===== config.mk =====
export PLATFORM = sky130hd
export DESIGN_NAME = bit_scan_unit
export DESIGN_NICKNAME = d
export VERILOG_FILES = /design/src/rtl/bsu_pkg.sv /design/src/rtl/bsu_operand.sv /design/src/rtl/bsu_find.sv /design/src/rtl/bsu_merge.sv /design/src/rtl/bit_scan_unit.sv
export SDC_FILE = /design/constraint.sdc
export NUM_CORES = 1
export LEC_CHECK = 0
export BUFFER_PORTS_ARGS = -buffer_cell sky130_fd_sc_hd__buf_2
export CAP_MARGIN = 20
export CORE_UTILIZATION = 31
export CTS_CLUSTER_SIZE = 24
export DETAILED_ROUTE_END_ITERATION = 7
export PLACE_DENSITY_LB_ADDON = 0.08
export RECOVER_POWER = 25
export SYNTH_ARGS = -nofsm -noshare
export SYNTH_HDL_FRONTEND = slang
export SYNTH_SLANG_ARGS = --single-unit

===== constraint.sdc =====
create_clock -name clk_i -period 2 [get_ports clk_i]
set_input_delay 0.1 -clock clk_i [delete_from_list [all_inputs] [get_ports clk_i]]
set_output_delay 0.1 -clock clk_i [all_outputs]
set_load 0.01 [all_outputs]

===== src/rtl/bsu_pkg.sv =====
package bsu_pkg;
  typedef enum logic [1:0] {
    SZ_16  = 2'b00,
    SZ_32  = 2'b01,
    SZ_64  = 2'b10,
    SZ_64X = 2'b11
  } op_size_e;

  typedef struct packed {
    logic zf;
    logic cf;
  } flags_t;
endpackage


===== src/rtl/bsu_operand.sv =====
module bsu_operand
  import bsu_pkg::*;
#(
  parameter int XLEN  = 64,
  parameter int IDX_W = $clog2(XLEN) + 1
) (
  input  logic [XLEN-1:0]  src_i,
  input  logic [1:0]       size_i,
  output logic [XLEN-1:0]  op_o,
  output logic [IDX_W-1:0] width_o
);
  localparam int HW = XLEN / 2;
  localparam int QW = XLEN / 4;

  op_size_e sz;
  assign sz = op_size_e'(size_i);

  always_comb begin
    unique case (sz)
      SZ_16: begin
        op_o    = {{(XLEN-QW){1'b0}}, src_i[QW-1:0]};
        width_o = IDX_W'(QW);
      end
      SZ_32: begin
        op_o    = {{(XLEN-HW){1'b0}}, src_i[HW-1:0]};
        width_o = IDX_W'(HW);
      end
      default: begin
        op_o    = src_i;
        width_o = IDX_W'(XLEN);
      end
    endcase
  end
endmodule


===== src/rtl/bsu_find.sv =====
module bsu_find #(
  parameter int XLEN     = 64,
  parameter int IDX_W    = $clog2(XLEN) + 1,
  parameter bit FROM_TOP = 1'b0
) (
  input  logic [XLEN-1:0]  vec_i,
  output logic [IDX_W-1:0] idx_o,
  output logic             any_o
);
  assign any_o = |vec_i;

  generate
    if (FROM_TOP) begin : g_high
      // ascending walk, last hit is the highest set bit
      always_comb begin
        idx_o = '0;
        for (int i = 0; i < XLEN; i++)
          if (vec_i[i]) idx_o = IDX_W'(i);
      end
    end else begin : g_low
      // descending walk, last hit is the lowest set bit
      always_comb begin
        idx_o = '0;
        for (int i = XLEN - 1; i >= 0; i--)
          if (vec_i[i]) idx_o = IDX_W'(i);
      end
    end
  endgenerate
endmodule


===== src/rtl/bsu_merge.sv =====
module bsu_merge
  import bsu_pkg::*;
#(
  parameter int XLEN  = 64,
  parameter int IDX_W = $clog2(XLEN) + 1
) (
  input  logic             cnt_sel_i,
  input  logic             rev_i,
  input  logic [1:0]       size_i,
  input  logic [IDX_W-1:0] width_i,
  input  logic [IDX_W-1:0] lsb_i,
  input  logic [IDX_W-1:0] msb_i,
  input  logic             any_i,
  input  logic [XLEN-1:0]  dst_old_i,
  output logic [XLEN-1:0]  res_o,
  output flags_t           flags_o
);
  localparam int HW = XLEN / 2;
  localparam int QW = XLEN / 4;

  logic [IDX_W-1:0] cnt_val, scan_val, val;
  logic [XLEN-1:0]  ext;
  logic             keep;

  always_comb begin
    if (!any_i)     cnt_val = width_i;
    else if (rev_i) cnt_val = width_i - IDX_W'(1) - msb_i;
    else            cnt_val = lsb_i;
    scan_val = rev_i ? msb_i : lsb_i;
    val      = cnt_sel_i ? cnt_val : scan_val;
    keep     = !cnt_sel_i && !any_i;
    ext      = {{(XLEN-IDX_W){1'b0}}, val};
  end

  always_comb begin
    if (keep) res_o = dst_old_i;
    else begin
      unique case (op_size_e'(size_i))
        SZ_16:   res_o = {dst_old_i[XLEN-1:QW], ext[QW-1:0]};
        SZ_32:   res_o = {{(XLEN-HW){1'b0}}, ext[HW-1:0]};
        default: res_o = ext;
      endcase
    end
    flags_o.zf = cnt_sel_i ? (val == '0) : !any_i;
    flags_o.cf = cnt_sel_i && !any_i;
  end
endmodule


===== src/rtl/bit_scan_unit.sv =====
module bit_scan_unit
  import bsu_pkg::*;
#(
  parameter int XLEN = 64
) (
  input  logic            clk_i,
  input  logic            rst_ni,
  input  logic            valid_i,
  input  logic [XLEN-1:0] src_i,
  input  logic [XLEN-1:0] dst_old_i,
  input  logic [1:0]      size_i,
  input  logic            cnt_sel_i,
  input  logic            rev_i,
  output logic [XLEN-1:0] result_o,
  output logic            zf_o,
  output logic            cf_o,
  output logic            valid_o
);
  localparam int IDX_W = $clog2(XLEN) + 1;

  logic [XLEN-1:0]  op;
  logic [IDX_W-1:0] width, lsb, msb;
  logic             any_lo, any_hi;
  logic [XLEN-1:0]  res_d;
  flags_t           flags_d;

  bsu_operand #(.XLEN(XLEN), .IDX_W(IDX_W)) u_operand (
    .src_i(src_i), .size_i(size_i), .op_o(op), .width_o(width)
  );

  bsu_find #(.XLEN(XLEN), .IDX_W(IDX_W), .FROM_TOP(1'b0)) u_find_lo (
    .vec_i(op), .idx_o(lsb), .any_o(any_lo)
  );

  bsu_find #(.XLEN(XLEN), .IDX_W(IDX_W), .FROM_TOP(1'b1)) u_find_hi (
    .vec_i(op), .idx_o(msb), .any_o(any_hi)
  );

  bsu_merge #(.XLEN(XLEN), .IDX_W(IDX_W)) u_merge (
    .cnt_sel_i(cnt_sel_i), .rev_i(rev_i), .size_i(size_i), .width_i(width),
    .lsb_i(lsb), .msb_i(msb), .any_i(any_lo | any_hi), .dst_old_i(dst_old_i),
    .res_o(res_d), .flags_o(flags_d)
  );

  always_ff @(posedge clk_i or negedge rst_ni) begin
    if (!rst_ni) begin
      valid_o  <= 1'b0;
      result_o <= '0;
      zf_o     <= 1'b0;
      cf_o     <= 1'b0;
    end else begin
      valid_o <= valid_i;
      if (valid_i) begin
        result_o <= res_d;
        zf_o     <= flags_d.zf;
        cf_o     <= flags_d.cf;
      end
    end
  end
endmodule


* Yosys cells after proc, flatten, opt, wreduce, memory -nomap -nowiden
Cells that the tools add are included.
Cells by class: equality and inequality tests 1, add/sub/neg operators 2, muxes and demuxes 136, reductions and logical operators 7
Operator list (count):
- 2-to-1 mux 6 bit | 97
- 2-to-1 mux 64 bit | 2
- one-hot mux 64 bit (2 select lines) | 1
- 2-to-1 mux 5 bit | 16
- OR reduction 64 bit | 1
- 2-to-1 mux 4 bit | 8
- 2-to-1 mux 7 bit | 3
- one-hot mux 7 bit (2 select lines) | 1
- 2-to-1 mux 3 bit | 4
- zero test 7 bit | 1
- subtractor 7 x 1 -> 7 bit, second input constant | 1
- subtractor 7 x 6 -> 7 bit | 1
- 2-to-1 mux 2 bit | 2
- equality test 2 x 1 -> 1 bit, second input constant | 1
- logical AND 1 bit | 2
- zero test 1 bit | 2
- zero test 2 bit | 1
- 2-to-1 mux 1 bit | 2
Word-level totals: output and inout bits 67, register bits 67, input bits 135, logic and storage cells 150

* Depth between registers and ports, before layout
Gate-level depths: netlist (run 1).
word-level depth 71, mapped depth 15, depth with buffers taken out 13

* By module
From an unflattened synthesis (run 1), not the netlist that was laid out.
Second synthesis, totals: cell total of the unflattened synthesis 684, area total of the unflattened synthesis 6009.5 um^2
By module, submodules not included:
- bit_scan_unit | area an instance 2642.5 um^2, cells each 141, seq. area each 1676.6 um^2, times used 1
- bsu_merge | area an instance 1071.0 um^2, cells each 169, seq. area each 0.0 um^2, times used 1
- bsu_find (u_find_lo) | area an instance 898.4 um^2, cells each 147, seq. area each 0.0 um^2, times used 1
- bsu_find (u_find_hi) | area an instance 863.3 um^2, cells each 148, seq. area each 0.0 um^2, times used 1
- bsu_operand | area an instance 534.3 um^2, cells each 79, seq. area each 0.0 um^2, times used 1

* Least setup slack after synthesis (run 1)
Ideal clock, no wire load.
kind input port to flip-flop, start input port size_i[1], end register zf_o, stages on the path 14, arrival time 2.818 ns, buffers on the path 2, library setup time 0.096 ns, required time 1.904 ns, slack -0.913 ns, cell sequence buf_2 -> or2_1 -> buf_2 -> inv_2 -> a41o_1 -> o21a_1 -> ha_1 -> fa_1 -> nand3_1 -> o41ai_1 -> a21o_1 -> o31a_1 -> o311a_1 -> nor4_2
On the way: cells in the longest elaborated chain, start to end 71, elaborated cells on any way between the ends 126, those cells by class add/sub: 2; eq/ne: 1; mux: 119; reduce/logical: 4
RTL lines:
- start: declaration | RTL line bit_scan_unit.sv:11 | input logic [1:0] size_i,
- equality test 2 x 1 -> 1 bit / zero test 2 bit (equally long branches) | RTL line bsu_operand.sv:19 | unique case (sz)
- one-hot mux 64 bit (2 select lines) | RTL line bsu_operand.sv:19
- 2-to-1 mux 6 bit (64 in a row) | RTL line bsu_find.sv:25 | if (vec_i[i]) idx_o = IDX_W'(i);
- 2-to-1 mux 7 bit | RTL line bsu_merge.sv:27 | else if (rev_i) cnt_val = width_i - IDX_W'(1) - msb_i;
- 2-to-1 mux 7 bit | RTL line bsu_merge.sv:26 | if (!any_i) cnt_val = width_i;
- 2-to-1 mux 7 bit | RTL line bsu_merge.sv:30 | val = cnt_sel_i ? cnt_val : scan_val;
- zero test 7 bit | RTL line bsu_merge.sv:44 | flags_o.zf = cnt_sel_i ? (val == '0) : !any_i;
- 2-to-1 mux 1 bit (*) | RTL line bsu_merge.sv:44
- end signal: assignment | RTL line bit_scan_unit.sv:55 | zf_o <= flags_d.zf;
- end: declaration | RTL line bit_scan_unit.sv:15 | output logic zf_o,
Every way passes the cells marked *; elsewhere a longest branch is shown, timed or not. A chain may end at the register's enable or synchronous reset.

* Final worst setup path (run 1)
start input port src_i[52], end register zf_o
On the way: cells in the longest elaborated chain, start to end 59, elaborated cells on any way between the ends 75, those cells by class add/sub: 1; mux: 71; reduce/logical: 3
RTL lines:
- start: declaration | RTL line bit_scan_unit.sv:9 | input logic [XLEN-1:0] src_i,
- one-hot mux 64 bit (2 select lines) (*) | RTL line bsu_operand.sv:19
- 2-to-1 mux 6 bit (53 in a row) | RTL line bsu_find.sv:25
- 2-to-1 mux 7 bit | RTL line bsu_merge.sv:27
- 2-to-1 mux 7 bit | RTL line bsu_merge.sv:26
- 2-to-1 mux 7 bit | RTL line bsu_merge.sv:30
- zero test 7 bit | RTL line bsu_merge.sv:44
- 2-to-1 mux 1 bit (*) | RTL line bsu_merge.sv:44
Marks and branches as above.

==> qor.yml, run 1 <==
status: "finished, violations left"
cp_top_family: "compound AO/OA/AOI/OAI gates"
cts_sinks: 67
dieArea_mm2: 0.01540
ant_nets: 0
start_util: 0.3180
postSynthAreaPerCell_um2: 7.690
portBuffers: 201
drc: 0
die_h_um: 124.1
numCtsBuffers: 9
grt_util_all_layers: 0.2267
crit_path_max_fanout: 2
finalWirelength_mm: 18.47
clkLatencyLatePin_ns: 0.32
yosys.area.top_type_share: 0.3628
vdd_drop_max_uv: 446.6
antenna_found_initial: 0
num_io_pins: 202
fp.dieW_um: 124.1
setup_tns_ns: -0.5227
synth.distinct_cells: 61
max-slew-margin-rel: 0.1151
first_pass_iters: 5
ys_top_cells_by_count: "inv_1, nand2_1, dfrtp_1"
nFillCells: 1372
hp-class: "in -> reg"
dp_hpwl_mm: 12.90
cts_root_buf: "clkbuf_16"
synthesis.nets: 738
violations: "setup timing"
critPathBufInv: 1
r2r-start: "zf_o"
critical_path_class: "in -> reg"
dr_total_vias: 6019
rsz0062_at_grt: "true"
insertedDiodeCount: 0
rows: 44
min_period_ns: 2.447
layout-drive-gt1-share: 0.4166
netlist_area_mm2: 0.004622
stdcell_count: 1185
viasPerCell: 5.079
crit_start: "src_i[52]"
core_area_mm2: 0.01453
grt_max_degree: 59
powerDensity_mw_per_mm2: 516.4
ys_ff_latch: 67
power_w: 0.004269
post_dp_cell_area_mm2: 0.006964
seqCellArea_mm2: 0.001677
worstPathCellList: "buf_2 > o41ai_4 > and4_4 > o21a_1 > ha_2 > fa_2 > nand3_2 > o41ai_2 > a21o_1 > o31a_1 > o311a_1 > nor4_2"
p_leak_nw: 3.913
fin_area_mm2: 0.008267
grt-ovfl-total: 0
drtIter0Drc: 330
wl_per_cell_um: 15.58
end_kind: "flop"
critPathLaunchType: "input pin"
final_hold_viol_count: 0
tightest_slew_ns: 1.327
synthTopCellsByArea: "dfrtp_1, inv_1, nand2_1, o21ai_0, a21oi_1"
worstPathArrival_ns: 2.68
multiInputGateArea_mm2: 0.002851
synthCells: 601
max_freq_mhz: 408.7
setup_viol: 6
yosysTopAreaCell: "dfrtp_1"
yosysWarnings: 0
grt_pass1_vias: 5521
async_reset_ff_frac: 1.000
finalNetCount: 1133
dp_cells: 1103
drv_cap: 0
finalWorstSetupSlack_ns: -0.4469
yosys_most_used_dff: "dfrtp_1"
grt_pass1_wl_mm: 27.21
drv_slew: 0
gp_congestion: 0.8908
hold_start: "dst_old_i[58]"
synth-seq-area-share: 0.3628
synth_edf_count: 0
slowest_stage: "fa_2"
synthToLayoutAreaGrowth_pct: 78.86
clock_path_buffers: 2
timing.final.crit_share: 1.223
cts_tree: "built"
path_clk_slew_ns: 0.05
worstPathRequired_ns: 2.23
clock_skew_ns: 0
htree_levels: 3
cpPeakStageDelay_ns: 0.45
yosysMostFrequentCell: "inv_1"
==> flip-flops by register name, summed over array words and instances, names as in the netlist <==
| signal | flops |
|---|---|
| result_o | 64 |
| cf_o | 1 |
| valid_o | 1 |
| zf_o | 1 |
==> per-stage QoR <==
stage | setup WS (ns) | util | hold slack, ns
2_1_floorplan | -0.6272 | - | -0.1956
3_3_place_gp | -0.8692 | 0.4792 | 0.1133
3_5_place_dp | -0.9083 | 0.4792 | 0.1183
4_1_cts | -0.4349 | 0.5541 | 0.0004144
5_1_grt | -0.5385 | 0.5688 | 0.005506
6_report | -0.4469 | 0.5688 | 0.007707
==> power breakdown <==
part	switching [W]	leakage, nW	internal (W)
combinational	0.000600	2.86	0.000594
sequential	0.0000375	0.897	0.00143
clock	0.000576	0.153	0.00103
total	0.00121	3.91	0.00306
==> routing by layer <==
layer  vias up  wire length (um)  share of wire  GRT usage
li1       2959                 -              -          -
met1      2827              8300           0.45     0.3034
met2       211              8811           0.48     0.3760
met3        22              1144          0.062    0.04487
met4         0               211          0.011    0.04762
met5         -                 0              0          0
==> timing repair <==
| item | in CTS | in global routing |
|---|---|---|
| hold endpoints to repair | 73 | 0 |
| cloned | 2 | 3 |
| hold buffers | 51 | 0 |
| setup endpoints to repair | 51 | 65 |
| setup buffers | 6 | 5 |
| pin swaps | 13 | 23 |
| gates resized for setup | 36 | 35 |
==> worst reg2reg max path, cell delays in order (launching register included) <==
cell and delay [ns]:
dfrtp_1 0.39, nor2b_1 0.13, o32ai_1 0.31, nor4_2 0.09
==> cells in the final DEF, fill, tap and decap left out, types with 37 or more instances in the layout <==
cell / netlist / routed
buf_2: 8 / 181
buf_4: 0 / 139
inv_1: 79 / 79
nand2_1: 69 / 68
dfrtp_1: 67 / 67
dlygate4sd3_1: 0 / 51
o21ai_1: 41 / 44
o21ai_0: 48 / 43
nor2_1: 42 / 41
a21oi_1: 43 / 37
==> area by class of cell <==
type                    count  share of cell area
clock inverters             4            0.005903
flip-flops and latches     67              0.2028
clock buffers              12             0.03103
inverters                  81             0.03678
repair buffers            408              0.3507
well taps                 184             0.02785
multi-input cells         429              0.3449
==> logic make-up after synthesis <==
logic type | count (synthesis) | share of synthesized area
compound gates | 225 | 0.3224
fa+ha+maj | 2 | 0.007038
buf+inv | 105 | 0.08906
flops | 67 | 0.3628
mux | 2 | 0.004332
simple gates | 200 | 0.2144
==> path summary, 6_finish.rpt <==
kind	end	slack, ns	depth (start not counted)
worst min register to register	result_o[23]	0.51	2
max in group asynchronous	result_o[1]	0.52	3
worst max-delay path	zf_o	-0.45	12
worst max register to register	zf_o	0.96	3
worst min-delay path	result_o[58]	0.008	3
min in group asynchronous	result_o[31]	0.60	2
Power figures use the tool's default switching activity.
==> run 2: changes to the inputs <==
Settings changed: RECOVER_POWER 25 to 50.
==> qor.yml, run 2 (same netlist as run 1, synthesis figures left out) <==
crit_start: "src_i[20]"
finalWirelength_mm: 18.51
start_util: 0.3180
rrSetupSlack_ns: 0.97
num_io_pins: 202
slowest_stage: "fa_2"
timing.critical_path.depth: 12
core_area_mm2: 0.01453
finalNetCount: 1133
cts_tree: "built"
r2r-end: "zf_o"
largest_register_ffs: 64
final_hold_viol_count: 0
rows: 44
fp.dieW_um: 124.1
hp-class: "in -> reg"
r2r_cells: 3
finalWorstSetupSlack_ns: -0.4503
pre_cts_ws_ns: -0.9083
first_pass_iters: 4
timing.final.crit_share: 1.225
layout-drive-gt1-share: 0.3826
grt_max_degree: 59
cpPeakStageDelay_ns: 0.45
grt_pass1_wl_mm: 27.21
top_register: "result_o"
critPathBufInv: 1
clock_path_buffers: 2
drc: 0
cts_root_buf: "clkbuf_16"
critical_path_class: "in -> reg"
cts_sinks: 67
final_common_cell: "buf_2"
powerDensity_mw_per_mm2: 518.3
dieArea_mm2: 0.01540
grt-ovfl-total: 0
worstPathRequired_ns: 2.23
violations: "setup timing"
ant_nets: 0
cp_top_family: "compound AO/OA/AOI/OAI gates"
critPathCapture: "zf_o"
drv_cap: 0
path_clk_slew_ns: 0.05
dr_total_vias: 6017
insertedDiodeCount: 0
r2r-start: "zf_o"
cpMostUsedCell: "nor4_2"
wl_per_cell_um: 15.62
p_leak_nw: 3.776
final_cell_mix: "buf_2, buf_4, inv_1"
htree_levels: 3
worstPathCellList: "buf_2 > nor4_2 > a41o_1 > o21a_1 > ha_2 > fa_2 > nand3_2 > o41ai_2 > a21o_1 > o31a_1 > o311a_1 > nor4_2"
die_h_um: 124.1
power_w: 0.004263
seqCellArea_mm2: 0.001677
fin_area_mm2: 0.008224
tightest_slew_ns: 1.332
grt_util_all_layers: 0.2267
setup_tns_ns: -0.5131
crit_path_max_fanout: 2
antenna_found_initial: 0
rsz0062_at_grt: "true"
clock_skew_ns: 0
drtIter0Drc: 366
worstPathArrival_ns: 2.68
multiInputGateArea_mm2: 0.002851
end_kind: "flop"
numCtsBuffers: 9
post_dp_cell_area_mm2: 0.006964
dp_hpwl_mm: 12.90
max-slew-margin-rel: 0.1119
setup_viol: 6
drv_slew: 0
synthToLayoutAreaGrowth_pct: 77.94
critPathLaunchType: "input pin"
viasPerCell: 5.078
vdd_drop_max_uv: 446.9
clkLatencyLatePin_ns: 0.32
portBuffers: 201
gp_congestion: 0.8908
nFillCells: 1389
max_freq_mhz: 408.1
grt_pass1_vias: 5521
min_period_ns: 2.450
status: "finished, violations left"
run 2: tightest hold or removal path, cell delays in order:
cell     delay, ns
buf_2         0.07
nand2_1       0.03
o21ai_1       0.08
run 2: cell type report:
| cell class | instances | area share |
|---|---|---|
| multi-input cells | 429 | 0.3467 |
| clock inverters | 4 | 0.005933 |
| clock buffers | 12 | 0.03119 |
| well taps | 184 | 0.02799 |
| flip-flops and latches | 67 | 0.2039 |
| inverters | 81 | 0.03697 |
| repair buffers | 408 | 0.3473 |
run 2: how the worst min path moves through the flow:
stage,start,end,cells past startpoint
after floorplan,rst_ni,cf_o,0
after global placement,rst_ni,result_o[31],1
after detailed placement,rst_ni,result_o[39],1
after CTS,dst_old_i[26],result_o[26],3
after global routing,dst_old_i[61],result_o[61],3
final,dst_old_i[61],result_o[61],3
run 2: routing by layer:
metal / track usage / up-vias / share of wire
met5: 0 / - / 0
met4: 0.04762 / 0 / 0.011
met3: 0.04487 / 20 / 0.060
met2: 0.3760 / 201 / 0.48
met1: 0.3034 / 2839 / 0.45
li1: - / 2957 / -
run 2: stage by stage:
step                hold WS [ns]  cells  utilization
floorplan                -0.1956    601            -
global placement          0.1133   1103       0.4792
detailed placement        0.1183   1103       0.4792
CTS                    0.0004144   1178       0.5541
global route            0.005506   1185       0.5659
finish                  0.007491   1185       0.5659
run 2: what timing repair did:
| action | CTS | global route |
|---|---|---|
| buffers inserted | 6 | 5 |
| pin swaps | 13 | 23 |
| cloned | 2 | 3 |
| setup endpoints to repair | 51 | 65 |
| hold buffers | 51 | 0 |
| resized for setup | 36 | 35 |
| hold endpoints to repair | 73 | 0 |
run 2: where the power goes:
group	leakage [nW]	internal, W	switching (W)	total [W]
registers	0.897	0.00143	0.0000388	0.00147
clock network	0.153	0.00103	0.000578	0.00161
logic	2.73	0.000584	0.000601	0.00119
